<file path="config.mk">
export PLATFORM = sky130hd
export DESIGN_NAME = frame_age_tracker
export DESIGN_NICKNAME = d
export VERILOG_FILES = /design/src/rtl/frame_age_pkg.sv /design/src/rtl/age_tick_gen.sv /design/src/rtl/frame_age_cell.sv /design/src/rtl/age_min_finder.sv /design/src/rtl/frame_age_tracker.sv
export SDC_FILE = /design/constraint.sdc
export NUM_CORES = 1
export LEC_CHECK = 0
export ABC_AREA = 0
export BUFFER_PORTS_ARGS = -buffer_cell sky130_fd_sc_hd__buf_2
export CORE_MARGIN = 3
export CORE_UTILIZATION = 45
export DETAILED_ROUTE_END_ITERATION = 7
export HOLD_SLACK_MARGIN = 0.02
export PLACE_DENSITY = 0.71
export SLEW_MARGIN = 15
export SYNTH_ARGS = -nofsm -noshare
export SYNTH_HDL_FRONTEND = slang
export SYNTH_SLANG_ARGS = --single-unit
</file>
<file path="constraint.sdc">
create_clock -name clk -period 112.1 [get_ports clk]
set_input_delay 16.815 -clock clk [delete_from_list [all_inputs] [get_ports clk]]
set_output_delay 16.815 -clock clk [all_outputs]
set_load 0.02 [all_outputs]
</file>
<file path="src/rtl/frame_age_pkg.sv">
// Package: default sizes shared by the frame aging tracker and its parts.
// Assumes nothing; holds constants only.
package frame_age_pkg;
    localparam int unsigned DEF_NFRAMES  = 32;
    localparam int unsigned DEF_AGE_W    = 8;
    localparam int unsigned DEF_TICK_W   = 16;
    localparam int unsigned DEF_INTERVAL = 1000;
endpackage

</file>
<file path="src/rtl/age_tick_gen.sv">
// Aging tick source. A down-counter reloads from a programmable interval,
// and an external strobe can also force a tick.
// Assumes ival_val fits TICK_W; an interval of zero turns internal ticks off.
module age_tick_gen #(
    parameter int unsigned TICK_W       = frame_age_pkg::DEF_TICK_W,
    parameter int unsigned DEF_INTERVAL = frame_age_pkg::DEF_INTERVAL
) (
    input  logic              clk,
    input  logic              rst_n,
    input  logic              ival_we,
    input  logic [TICK_W-1:0] ival_val,
    input  logic              ext_tick,
    output logic              tick
);
    localparam logic [TICK_W-1:0] DEF_IVAL = TICK_W'(DEF_INTERVAL);
    localparam logic [TICK_W-1:0] DEF_CNT  = (DEF_INTERVAL == 0) ? '0 : TICK_W'(DEF_INTERVAL - 1);

    logic [TICK_W-1:0] ival_q;
    logic [TICK_W-1:0] cnt_q;
    logic              int_tick;

    // Internal tick fires when the interval is on and the count has run out.
    always_comb begin
        int_tick = (ival_q != '0) && (cnt_q == '0);
        tick     = int_tick | ext_tick;
    end

    // Interval register and down-counter.
    always_ff @(posedge clk) begin
        if (!rst_n) begin
            ival_q <= DEF_IVAL;
            cnt_q  <= DEF_CNT;
        end else if (ival_we) begin
            ival_q <= ival_val;
            cnt_q  <= ival_val - 1'b1;
        end else if (int_tick) begin
            cnt_q  <= ival_q - 1'b1;
        end else if (cnt_q != '0) begin
            cnt_q  <= cnt_q - 1'b1;
        end
    end
endmodule

</file>
<file path="src/rtl/frame_age_cell.sv">
// One frame: a sticky reference flag and an aging shift register.
// Assumes tick, hit and clr are single-cycle strobes decoded by the parent.
module frame_age_cell #(
    parameter int unsigned AGE_W = frame_age_pkg::DEF_AGE_W
) (
    input  logic             clk,
    input  logic             rst_n,
    input  logic             tick,
    input  logic             hit,
    input  logic             clr,
    output logic             ref_o,
    output logic [AGE_W-1:0] age_o
);
    logic ref_q;
    logic [AGE_W-1:0] age_q;

    // Flag update: a hit always wins; a tick or a clear empties the flag.
    always_ff @(posedge clk) begin
        if (!rst_n)    ref_q <= 1'b0;
        else if (hit)  ref_q <= 1'b1;
        else if (tick) ref_q <= 1'b0;
        else if (clr)  ref_q <= 1'b0;
    end

    // Aging register: on a tick, shift right and insert the current flag at the top.
    always_ff @(posedge clk) begin
        if (!rst_n)    age_q <= '0;
        else if (tick) age_q <= {ref_q, age_q[AGE_W-1:1]};
    end

    assign ref_o = ref_q;
    assign age_o = age_q;
endmodule

</file>
<file path="src/rtl/age_min_finder.sv">
// Combinational search for the smallest aging value.
// A tie goes to the lowest frame index, because only a strictly
// smaller value replaces the current best during the scan.
// Assumes ages_flat packs frame i into bits [i*AGE_W +: AGE_W].
module age_min_finder #(
    parameter int unsigned NFRAMES = frame_age_pkg::DEF_NFRAMES,
    parameter int unsigned AGE_W   = frame_age_pkg::DEF_AGE_W,
    localparam int unsigned FIDX_W = (NFRAMES > 1) ? $clog2(NFRAMES) : 1
) (
    input  logic [NFRAMES*AGE_W-1:0] ages_flat,
    output logic [FIDX_W-1:0]        min_idx,
    output logic [AGE_W-1:0]         min_val
);
    // Linear scan from frame 0 upward; a later frame must be strictly smaller.
    always_comb begin
        min_idx = '0;
        min_val = ages_flat[AGE_W-1:0];
        for (int i = 1; i < NFRAMES; i++) begin
            if (ages_flat[i*AGE_W +: AGE_W] < min_val) begin
                min_val = ages_flat[i*AGE_W +: AGE_W];
                min_idx = FIDX_W'(i);
            end
        end
    end
endmodule

</file>
<file path="src/rtl/frame_age_tracker.sv">
// Top level: per-frame reference flags and aging registers, a tick source,
// a read port and the least-recently-used candidate search.
// Assumes frame indices on acc_frame, clr_frame and rd_sel are below NFRAMES.
module frame_age_tracker #(
    parameter int unsigned NFRAMES      = frame_age_pkg::DEF_NFRAMES,
    parameter int unsigned AGE_W        = frame_age_pkg::DEF_AGE_W,
    parameter int unsigned TICK_W       = frame_age_pkg::DEF_TICK_W,
    parameter int unsigned DEF_INTERVAL = frame_age_pkg::DEF_INTERVAL,
    localparam int unsigned FIDX_W      = (NFRAMES > 1) ? $clog2(NFRAMES) : 1
) (
    input  logic              clk,
    input  logic              rst_n,
    input  logic              acc_valid,
    input  logic [FIDX_W-1:0] acc_frame,
    input  logic              clr_valid,
    input  logic [FIDX_W-1:0] clr_frame,
    input  logic              clr_all,
    input  logic              ext_tick,
    input  logic              ival_we,
    input  logic [TICK_W-1:0] ival_val,
    input  logic [FIDX_W-1:0] rd_sel,
    output logic              rd_ref,
    output logic [AGE_W-1:0]  rd_age,
    output logic [NFRAMES-1:0] ref_vec,
    output logic [FIDX_W-1:0] victim_frame,
    output logic [AGE_W-1:0]  victim_age,
    output logic              tick_pulse
);
    logic                     tick;
    logic [NFRAMES*AGE_W-1:0] ages_flat;

    // Tick source.
    age_tick_gen #(.TICK_W(TICK_W), .DEF_INTERVAL(DEF_INTERVAL)) u_tick (
        .clk(clk), .rst_n(rst_n), .ival_we(ival_we), .ival_val(ival_val),
        .ext_tick(ext_tick), .tick(tick)
    );

    // One cell per frame, each with its own index decode.
    for (genvar g = 0; g < NFRAMES; g++) begin : g_cell
        logic hit, clr;
        always_comb begin
            hit = acc_valid && (acc_frame == FIDX_W'(g));
            clr = clr_all || (clr_valid && (clr_frame == FIDX_W'(g)));
        end
        frame_age_cell #(.AGE_W(AGE_W)) u_cell (
            .clk(clk), .rst_n(rst_n), .tick(tick), .hit(hit), .clr(clr),
            .ref_o(ref_vec[g]), .age_o(ages_flat[g*AGE_W +: AGE_W])
        );
    end

    // Candidate search.
    age_min_finder #(.NFRAMES(NFRAMES), .AGE_W(AGE_W)) u_min (
        .ages_flat(ages_flat), .min_idx(victim_frame), .min_val(victim_age)
    );

    // Read port, no added delay.
    always_comb begin
        rd_ref = ref_vec[rd_sel];
        rd_age = ages_flat[rd_sel*AGE_W +: AGE_W];
    end

    assign tick_pulse = tick;
endmodule

</file>
Word level (Yosys, flattened, before mapping)
Cells that the tools add are included.

Add/sub/neg operators: 3. $lt $le $gt $ge: 32. Eq/ne operators: 62. Shifts and indexed selects: 1. Muxes and demuxes: 163. Bitwise operators: 1. Reduce and logical (&&, ||, !) cells: 135.

Operators by type and width (count): 256-bit by 9-bit indexed part select with 8-bit output (1); 8-bit < comparator (31); 8-bit 2-to-1 mux (31); 5-bit == test, second input constant (32); 3-bit nonzero test (33); 1-bit 2-to-1 mux (98); 5-bit by 4-bit == test with 1-bit output, second input constant (16); 5-bit 2-to-1 mux (16); 1-bit logical AND (65); 16-bit 2-to-1 mux (3); 16-bit by 1-bit subtractor with 16-bit output, second input constant (3); 5-bit by 3-bit == test with 1-bit output, second input constant (8); 1-bit logical OR (32); 4-bit 2-to-1 mux (8); 16-bit nonzero test (2); 5-bit by 2-bit == test with 1-bit output, second input constant (4); 16-bit zero test (1); 3-bit 2-to-1 mux (4); 5-bit by 1-bit == test with 1-bit output, second input constant (2); 5-bit zero test (2); 5-bit by 6-bit < comparator with 1-bit output, second input constant (1); 1-bit binary-select mux with 5-bit select (1); 2-bit 2-to-1 mux (2); 1-bit OR (1).

Bits in registers: 320. Input port bits: 38. Output and inout port bits: 55. Logic and storage cells: 463.

Depth between registers and ports, before layout
Gate-level depths: netlist of run 1.

Word-level depth: 62. Gate-level depth with buffers: 334. Mapped depth without buffers: 307.

Hierarchy
From an unflattened synthesis of run 1, not the netlist that was laid out.

Cell total of the unflattened synthesis: 2937. Area, all modules: 27025.9 um^2.

Modules (own cells, without submodules): age_min_finder (instances 1, cells an instance 1611, area an instance 11513.5 um^2, seq. area each 0.0 um^2); frame_age_cell (instances 32, cells an instance 28, area an instance 341.6 um^2, seq. area each 180.2 um^2); frame_age_tracker (instances 1, cells an instance 228, area an instance 2813.9 um^2, seq. area each 0.0 um^2); age_tick_gen (instances 1, cells an instance 202, area an instance 1767.9 um^2, seq. area each 640.6 um^2).

Worst setup path after synthesis of run 1
No wires, ideal clock.

Path type: reg-to-output. From: register g_cell[0].u_cell.age_q[6]. To: output victim_age[0]. Data arrival time: 55.403 ns. Required time: 95.285 ns. Slack: 39.882 ns. Cell stages (with the launch flop): 311. Buffers on the path: 27. Cell sequence: dfxtp_1 > inv_1 > ha_1 > a21o_1 > a21oi_2 > and2_4 > nand2_4 > mux2i_1 > ha_1 > nand4_1 > nor2_1 > nand2_1 > a221oi_1 > nor2_1 > nand2_1 > buf_1 > nor2_1 > a21oi_1 > (+275 left out) > a21oi_1 > nand2_1 > nor2_1 > and3_1 > o211a_2 > nor3_1 > or2_1 > ha_1 > a21o_1 > a21oi_1 > nor2b_1 > o21ai_0 > nand2b_1 > a21oi_1 > nor2b_1 > a31oi_1 > o211ai_4 > mux2i_1.

Longest elaborated chain between the ends: 62.

RTL lines: start, declared (line frame_age_cell.sv:15) `logic [AGE_W-1:0] age_q;`; start signal, assigned (line frame_age_cell.sv:28) `else if (tick) age_q <= {ref_q, age_q[AGE_W-1:1]};`; 8-bit < comparator (line age_min_finder.sv:19) `if (ages_flat[i*AGE_W +: AGE_W] < min_val) begin`; 8-bit 2-to-1 mux * (line age_min_finder.sv:19); 8-bit < comparator (line age_min_finder.sv:19); 8-bit 2-to-1 mux * (line age_min_finder.sv:19); 8-bit < comparator (line age_min_finder.sv:19); 8-bit 2-to-1 mux * (line age_min_finder.sv:19); 8-bit < comparator (line age_min_finder.sv:19); 8-bit 2-to-1 mux * (line age_min_finder.sv:19); (+46 left out); 8-bit < comparator (line age_min_finder.sv:19); 8-bit 2-to-1 mux * (line age_min_finder.sv:19); 8-bit < comparator (line age_min_finder.sv:19); 8-bit 2-to-1 mux * (line age_min_finder.sv:19); 8-bit < comparator (line age_min_finder.sv:19); 8-bit 2-to-1 mux * (line age_min_finder.sv:19); 8-bit < comparator (line age_min_finder.sv:19); 8-bit 2-to-1 mux * (line age_min_finder.sv:19); end, declared (line frame_age_tracker.sv:26) `output logic [AGE_W-1:0] victim_age,`.

Every way passes the cells marked *; elsewhere a longest branch is shown, timed or not.

Worst setup path in the final report of run 1
Same ends and word-level chain as after synthesis.

==> metrics.csv, run 1 <==
metric;value;unit
die_w;247;um
synthMuxAreaShare;0.128;
fmax;12.2;MHz
finalNonFillerCells;4006;
synthesis.area;26100;sq um
area_delta_synth_final;6.58;%
place_inst;3940;
cts_root_buf;clkbuf_16;
grt_pass1_vias;21834;
drive_gt1_frac;0.117;
drv_cap;0;
start_kind;flop;
ff_latch_area;6410;sq um
vias;24227;
synth_cell_type_count;129;
cp.arrival;65.19;ns
cts_num_sinks;320;
clkSlewWorstSetupHoldPaths;0.06;ns
yosysWarnings;0;
yosys.area_share.adder;0.0834;
grt_pass1_wl;124;mm
tns;0;ns
routedWlPerCell;19.7;um
crit_path_max_fanout;21;
synth-simple-area-share;0.210;
htree_levels;2;
nets;3423;
crit_path_max_incr_delay;0.87;ns
ctsResizeCount;0;
core_area;56900;sq um
status;completed;
place_area;26600;sq um
remaining_drc_errors;0;
slew_headroom;0.269;
die_area;60900;sq um
finalCritPeriodShare;0.732;
cts_buffers;38;
postCtsSetupRepairBufs;0;
rsz0062_at_grt;false;
postSynthCellCount;3304;
crit_slowest_cell;o21ai_1;
drt-total-wl;79.0;mm
io_pins;93;
r2r_slack;108.04;ns
die_h;247;um
synth_xor_area_frac;0.00738;
worstMarginPinSlew;1.09;ns
finalHoldViolations;0;
synth_flop_cell;dfxtp_1;
end_kind;primary output;
clockBufferDepth;3;
cts_tree;done;
synth_top_family_by_area;compound AO/OA/AOI/OAI gates;
detailedRoute.firstIterationViolations;2444;
finalCriticalPeriod;82.00;ns
via_per_inst;6.05;
synth_edf_count;0;
fin_skew;0.0161;ns
hpwl;58.5;mm
globalplace.congestion;0.972;
syn_avg_cell_area;7.90;sq um
multi_input_area;18000;sq um
synth_fp_nets;3503;
synth-seq-cells;320;
ant_nets;0;
setup_viol;0;
ctsHoldBuffers;0;
port_buffers;92;
hp-class;reg2reg;
drv_slew;0;
clock_latency;0.56;ns
antenna_found_initial;5;
n_fill_cell;5419;
num_rows;87;
seq_area_frac_synth;0.246;
grt_max_degree;121;
first_pass_iters;6;
grt.total_usage;0.252;
cp.required;95.28;ns
critical_path_class;reg2out;
synth_compound_area_frac;0.261;
overflow;0;
finish.instance_area;27800;sq um
synthArstFlopShare;0;
path_common_cell;a21oi_1;
initial_core_util;0.458;
==> final cells by class <==
class | instances | area share
Sequential cell | 320 | 0.230
Clock inverter | 11 | 0.00427
Antenna cell | 3 | 0.000270
Tap cell | 756 | 0.0340
Timing Repair Buffer | 103 | 0.0200
Inverter | 184 | 0.0251
Multi-Input combinational cell | 2577 | 0.647
Clock buffer | 52 | 0.0386
==> worst paths after layout <==
| kind | start | end | cells past startpoint |
|---|---|---|---|
| max reg2reg | u_tick.ival_q[0] | g_cell[1].u_cell.age_o[7] | 9 |
| min reg2reg | u_tick.ival_q[11] | u_tick.ival_q[11] | 2 |
| min | u_tick.ival_q[11] | u_tick.ival_q[11] | 2 |
| max | g_cell[0].u_cell.age_o[6] | victim_age[0] | 283 |
==> cell usage after synthesis (all sizes together), types with 15 or more instances <==
cell	instances	area share
nand4	28	0.0070
or2	27	0.0065
buf	65	0.016
mux2	48	0.021
inv	182	0.026
nand3	63	0.012
a31oi	21	0.0050
o31ai	17	0.0071
ha	161	0.077
o211ai	33	0.010
and4	17	0.0058
nor3	37	0.0071
o21ai	166	0.032
o2111ai	15	0.0053
dfxtp	320	0.25
nand2b	43	0.010
o22ai	48	0.012
or3	17	0.0043
a21oi	197	0.039
nor2b	42	0.010
nand2	668	0.097
nor2	153	0.022
maj3	16	0.0062
mux2i	76	0.030
clkbuf	158	0.023
a21boi	269	0.077
and3	15	0.0036
a21o	50	0.014
and2	52	0.013
mux4	90	0.078
==> per-stage QoR <==
step           hold WS (ns)  setup WS (ns)   util
2_1_floorplan         0.463          39.88      -
3_3_place_gp          0.488          33.16  0.467
4_1_cts               0.503          31.12  0.488
5_1_grt               0.521          24.16  0.488
3_5_place_dp          0.492          32.01  0.467
6_report              0.506          30.10  0.488
==> critical path: cells and delay by family (launching register included) <==
| kind | cells | cell delay (ns) |
|---|---|---|
| muxes | 17 | 5.36 |
| and+or+nand+nor | 87 | 16.05 |
| buffers and inverters | 22 | 1.88 |
| AOI/OAI and AO/OA | 126 | 31.69 |
| DFF | 1 | 0.43 |
| adders and majority gates | 31 | 9.12 |
==> cells by family after synthesis <==
family                     Yosys count
AOI/OAI and AO/OA                  969
xor gates and xnor gates            22
adders and majority gates          177
buffers and inverters              407
DFF                                320
muxes                              214
and+or+nand+nor                   1195
==> cell usage in the layout (no fill, tap or decap), drive strengths merged, types with 14 or more instances in the layout <==
master,instances
a21boi,269
a21o,50
a21oi,197
a22oi,14
a31oi,21
and2,52
and3,15
and4,17
buf,102
clkbuf,53
dfxtp,320
ha,161
inv,185
maj3,16
mux2,48
mux2i,76
mux4,90
nand2,668
nand2b,43
nand3,63
nand4,28
nor2,153
nor2b,42
nor3,37
nor4,14
o2111ai,15
o211ai,33
o21ai,166
o22ai,48
o31ai,17
or2,27
or3,17
xnor2,14
==> registers in the layout, indices dropped and copies added, names as in the netlist <==
register,count
g_cell.u_cell.age_o,256
u_tick.cnt_q,16
g_cell.u_cell.ref_o,32
u_tick.ival_q,16
==> per-layer routing <==
metal	wire, um	GRT usage	up-vias
met3	6250	0.0380	137
met2	34100	0.380	915
li1	-	-	11654
met1	36600	0.373	11515
met5	45	0	-
met4	2090	0.0673	6
Power of run 1 is left out: the tool's default activity adds up to more than one toggle a clock period on the data nets, which glitch-free logic cannot reach.
==> run 2, diff against run 1 <==
--- a/config.mk
+++ b/config.mk
@@ -5,13 +5,13 @@
 export SDC_FILE = /design/constraint.sdc
 export NUM_CORES = 1
 export LEC_CHECK = 0
-export ABC_AREA = 0
+export ABC_AREA = 1
 export BUFFER_PORTS_ARGS = -buffer_cell sky130_fd_sc_hd__buf_2
 export CORE_MARGIN = 3
 export CORE_UTILIZATION = 45
 export DETAILED_ROUTE_END_ITERATION = 7
 export HOLD_SLACK_MARGIN = 0.02
-export PLACE_DENSITY = 0.71
+export PLACE_DENSITY = 0.73
 export SLEW_MARGIN = 15
 export SYNTH_ARGS = -nofsm -noshare
 export SYNTH_HDL_FRONTEND = slang
==> constraint.sdc (replaced) <==
create_clock -name clk -period 73.9 [get_ports clk]
set_input_delay 11.085 -clock clk [delete_from_list [all_inputs] [get_ports clk]]
set_output_delay 11.085 -clock clk [all_outputs]
set_load 0.02 [all_outputs]
==> metrics.csv, run 2 <==
metric;value;unit
path_common_cell;ha_1;
worstReg2RegEnd;g_cell[17].u_cell.age_o[0];
synthesis.area;23800;sq um
syn_avg_cell_area;6.40;sq um
remaining_drc_errors;0;
slew_headroom;0.279;
synthArstFlopShare;0;
rsz0062_at_grt;false;
start_kind;flop;
seq_area_frac_synth;0.269;
tns;0;ns
drive_gt1_frac;0.103;
setup_viol;0;
largest_reg_flops;256;
status;completed;
antenna-diode-count;0;
worstMarginPinSlew;1.08;ns
die_h;236;um
hpwl;51.4;mm
crit_path_max_fanout;17;
vias;24537;
io_pins;93;
synth_fp_nets;3920;
synth_top_area_cell;dfxtp_1;
drv_cap;0;
die_w;236;um
die_area;55700;sq um
crit_end;victim_age[1];
first_pass_iters;5;
drv_slew;0;
r2r_slack;69.19;ns
htree_levels;2;
num_rows;83;
grt_max_degree;107;
cts_tree;done;
final_cell_mix;687 x nand2_1, 625 x nor2_1, 593 x o21ai_0, 320 x dfxtp_1, 264 x nand3_1;
clockBufferDepth;3;
clkSlewWorstSetupHoldPaths;0.06;ns
postCtsSetupRepairBufs;0;
clock_latency;0.56;ns
synth_common_cells;687 x nand2_1, 627 x nor2_1, 593 x o21ai_0;
end_kind;primary output;
synth_cell_type_count;44;
area_delta_synth_final;6.46;%
detailedRoute.firstIterationViolations;2139;
ctsResizeCount;0;
synth_edf_count;0;
crit_path_max_incr_delay;0.68;ns
grt_pass1_vias;22310;
drt-total-wl;71.6;mm
cts_root_buf;clkbuf_16;
critical_path_class;reg2out;
core_area;51800;sq um
min_path_cells;2;
crit_slowest_cell;a211oi_1;
final_common_cell;nand2_1;
ctsHoldBuffers;0;
grt.total_usage;0.247;
ant_nets;0;
finalCriticalPeriod;59.85;ns
initial_core_util;0.459;
rr_startpoint;u_tick.ival_q[12];
nets;3840;
synth_top_area_frac;0.269;
yosysWarnings;0;
routedWlPerCell;16.5;um
n_fill_cell;5245;
cts_buffers;39;
synth_flop_cell;dfxtp_1;
postSynthCellCount;3721;
hp-class;reg2reg;
via_per_inst;5.64;
fin_skew;0.0214;ns
cts_num_sinks;320;
port_buffers;92;
cp.arrival;48.77;ns
synth_area_leaders;dfxtp_1 27%, o21ai_0 12%, nand2_1 11%;
yosysMostFrequentCell;nand2_1;
grt_pass1_wl;115;mm
overflow;0;
synth-seq-cells;320;
finalCritPeriodShare;0.810;
globalplace.congestion;0.970;
antenna_found_initial;0;
rr_worst_depth;10;
cp.required;62.81;ns
crit_start;g_cell[0].u_cell.age_o[7];
fmax;16.7;MHz
finalHoldViolations;0;
run 2: how the worst min path moves through the flow:
stage,startpoint,endpoint,slack [ns]
floorplan,g_cell[1].u_cell.age_o[0],g_cell[1].u_cell.age_o[0],0.44
global placement,u_tick.ival_q[2],u_tick.ival_q[2],0.47
detailed placement,u_tick.ival_q[12],u_tick.ival_q[12],0.47
CTS,u_tick.ival_q[0],u_tick.ival_q[0],0.48
global route,u_tick.ival_q[12],u_tick.ival_q[12],0.51
finish,u_tick.ival_q[0],u_tick.ival_q[0],0.48
run 2: worst max-delay path, delay by kind of cell, from the launching register on:
kind	cells	cell delay, ns
compound gates	86	28.63
flops	1	0.34
fa+ha+maj	31	9.38
buf+inv	4	0.55
simple gates	67	9.26
run 2: metal layers:
layer / GRT usage / part of all wire / up-vias
met1: 0.338 / 0.45 / 11280
met5: 0 / 0 / -
met3: 0.0389 / 0.079 / 143
li1: - / - / 12315
met4: 0.0809 / 0.031 / 0
met2: 0.396 / 0.44 / 799
run 2: cells by family after synthesis:
family / count (synthesis) / synth area share
compound gates: 978 / 0.222
fa+ha+maj: 161 / 0.0846
buf+inv: 463 / 0.0901
flops: 320 / 0.269
simple gates: 1789 / 0.330
xor+xnor: 10 / 0.00368
run 2: final cells by class:
class,count,area [sq um],share of cell area
multi-input cells,2938,15300,0.602
flip-flops and latches,320,6410,0.253
clock buffers,47,1070,0.0421
inverters,235,931,0.0367
well taps,680,851,0.0336
repair buffers,107,582,0.0230
clock inverters,20,244,0.00963
run 2: metrics by stage:
stage	cells	util	worst slack [ns]	instance area (sq um)	hold slack [ns]
CTS	4347	0.489	14.45	25300	0.482
finish	4347	0.489	14.05	25300	0.481
floorplan	3721	-	19.21	23800	0.443
global route	4347	0.489	8.74	25300	0.512
global placement	4280	0.464	16.47	24000	0.468
detailed placement	4280	0.464	15.16	24000	0.472
Power of run 2 is left out for the same reason.
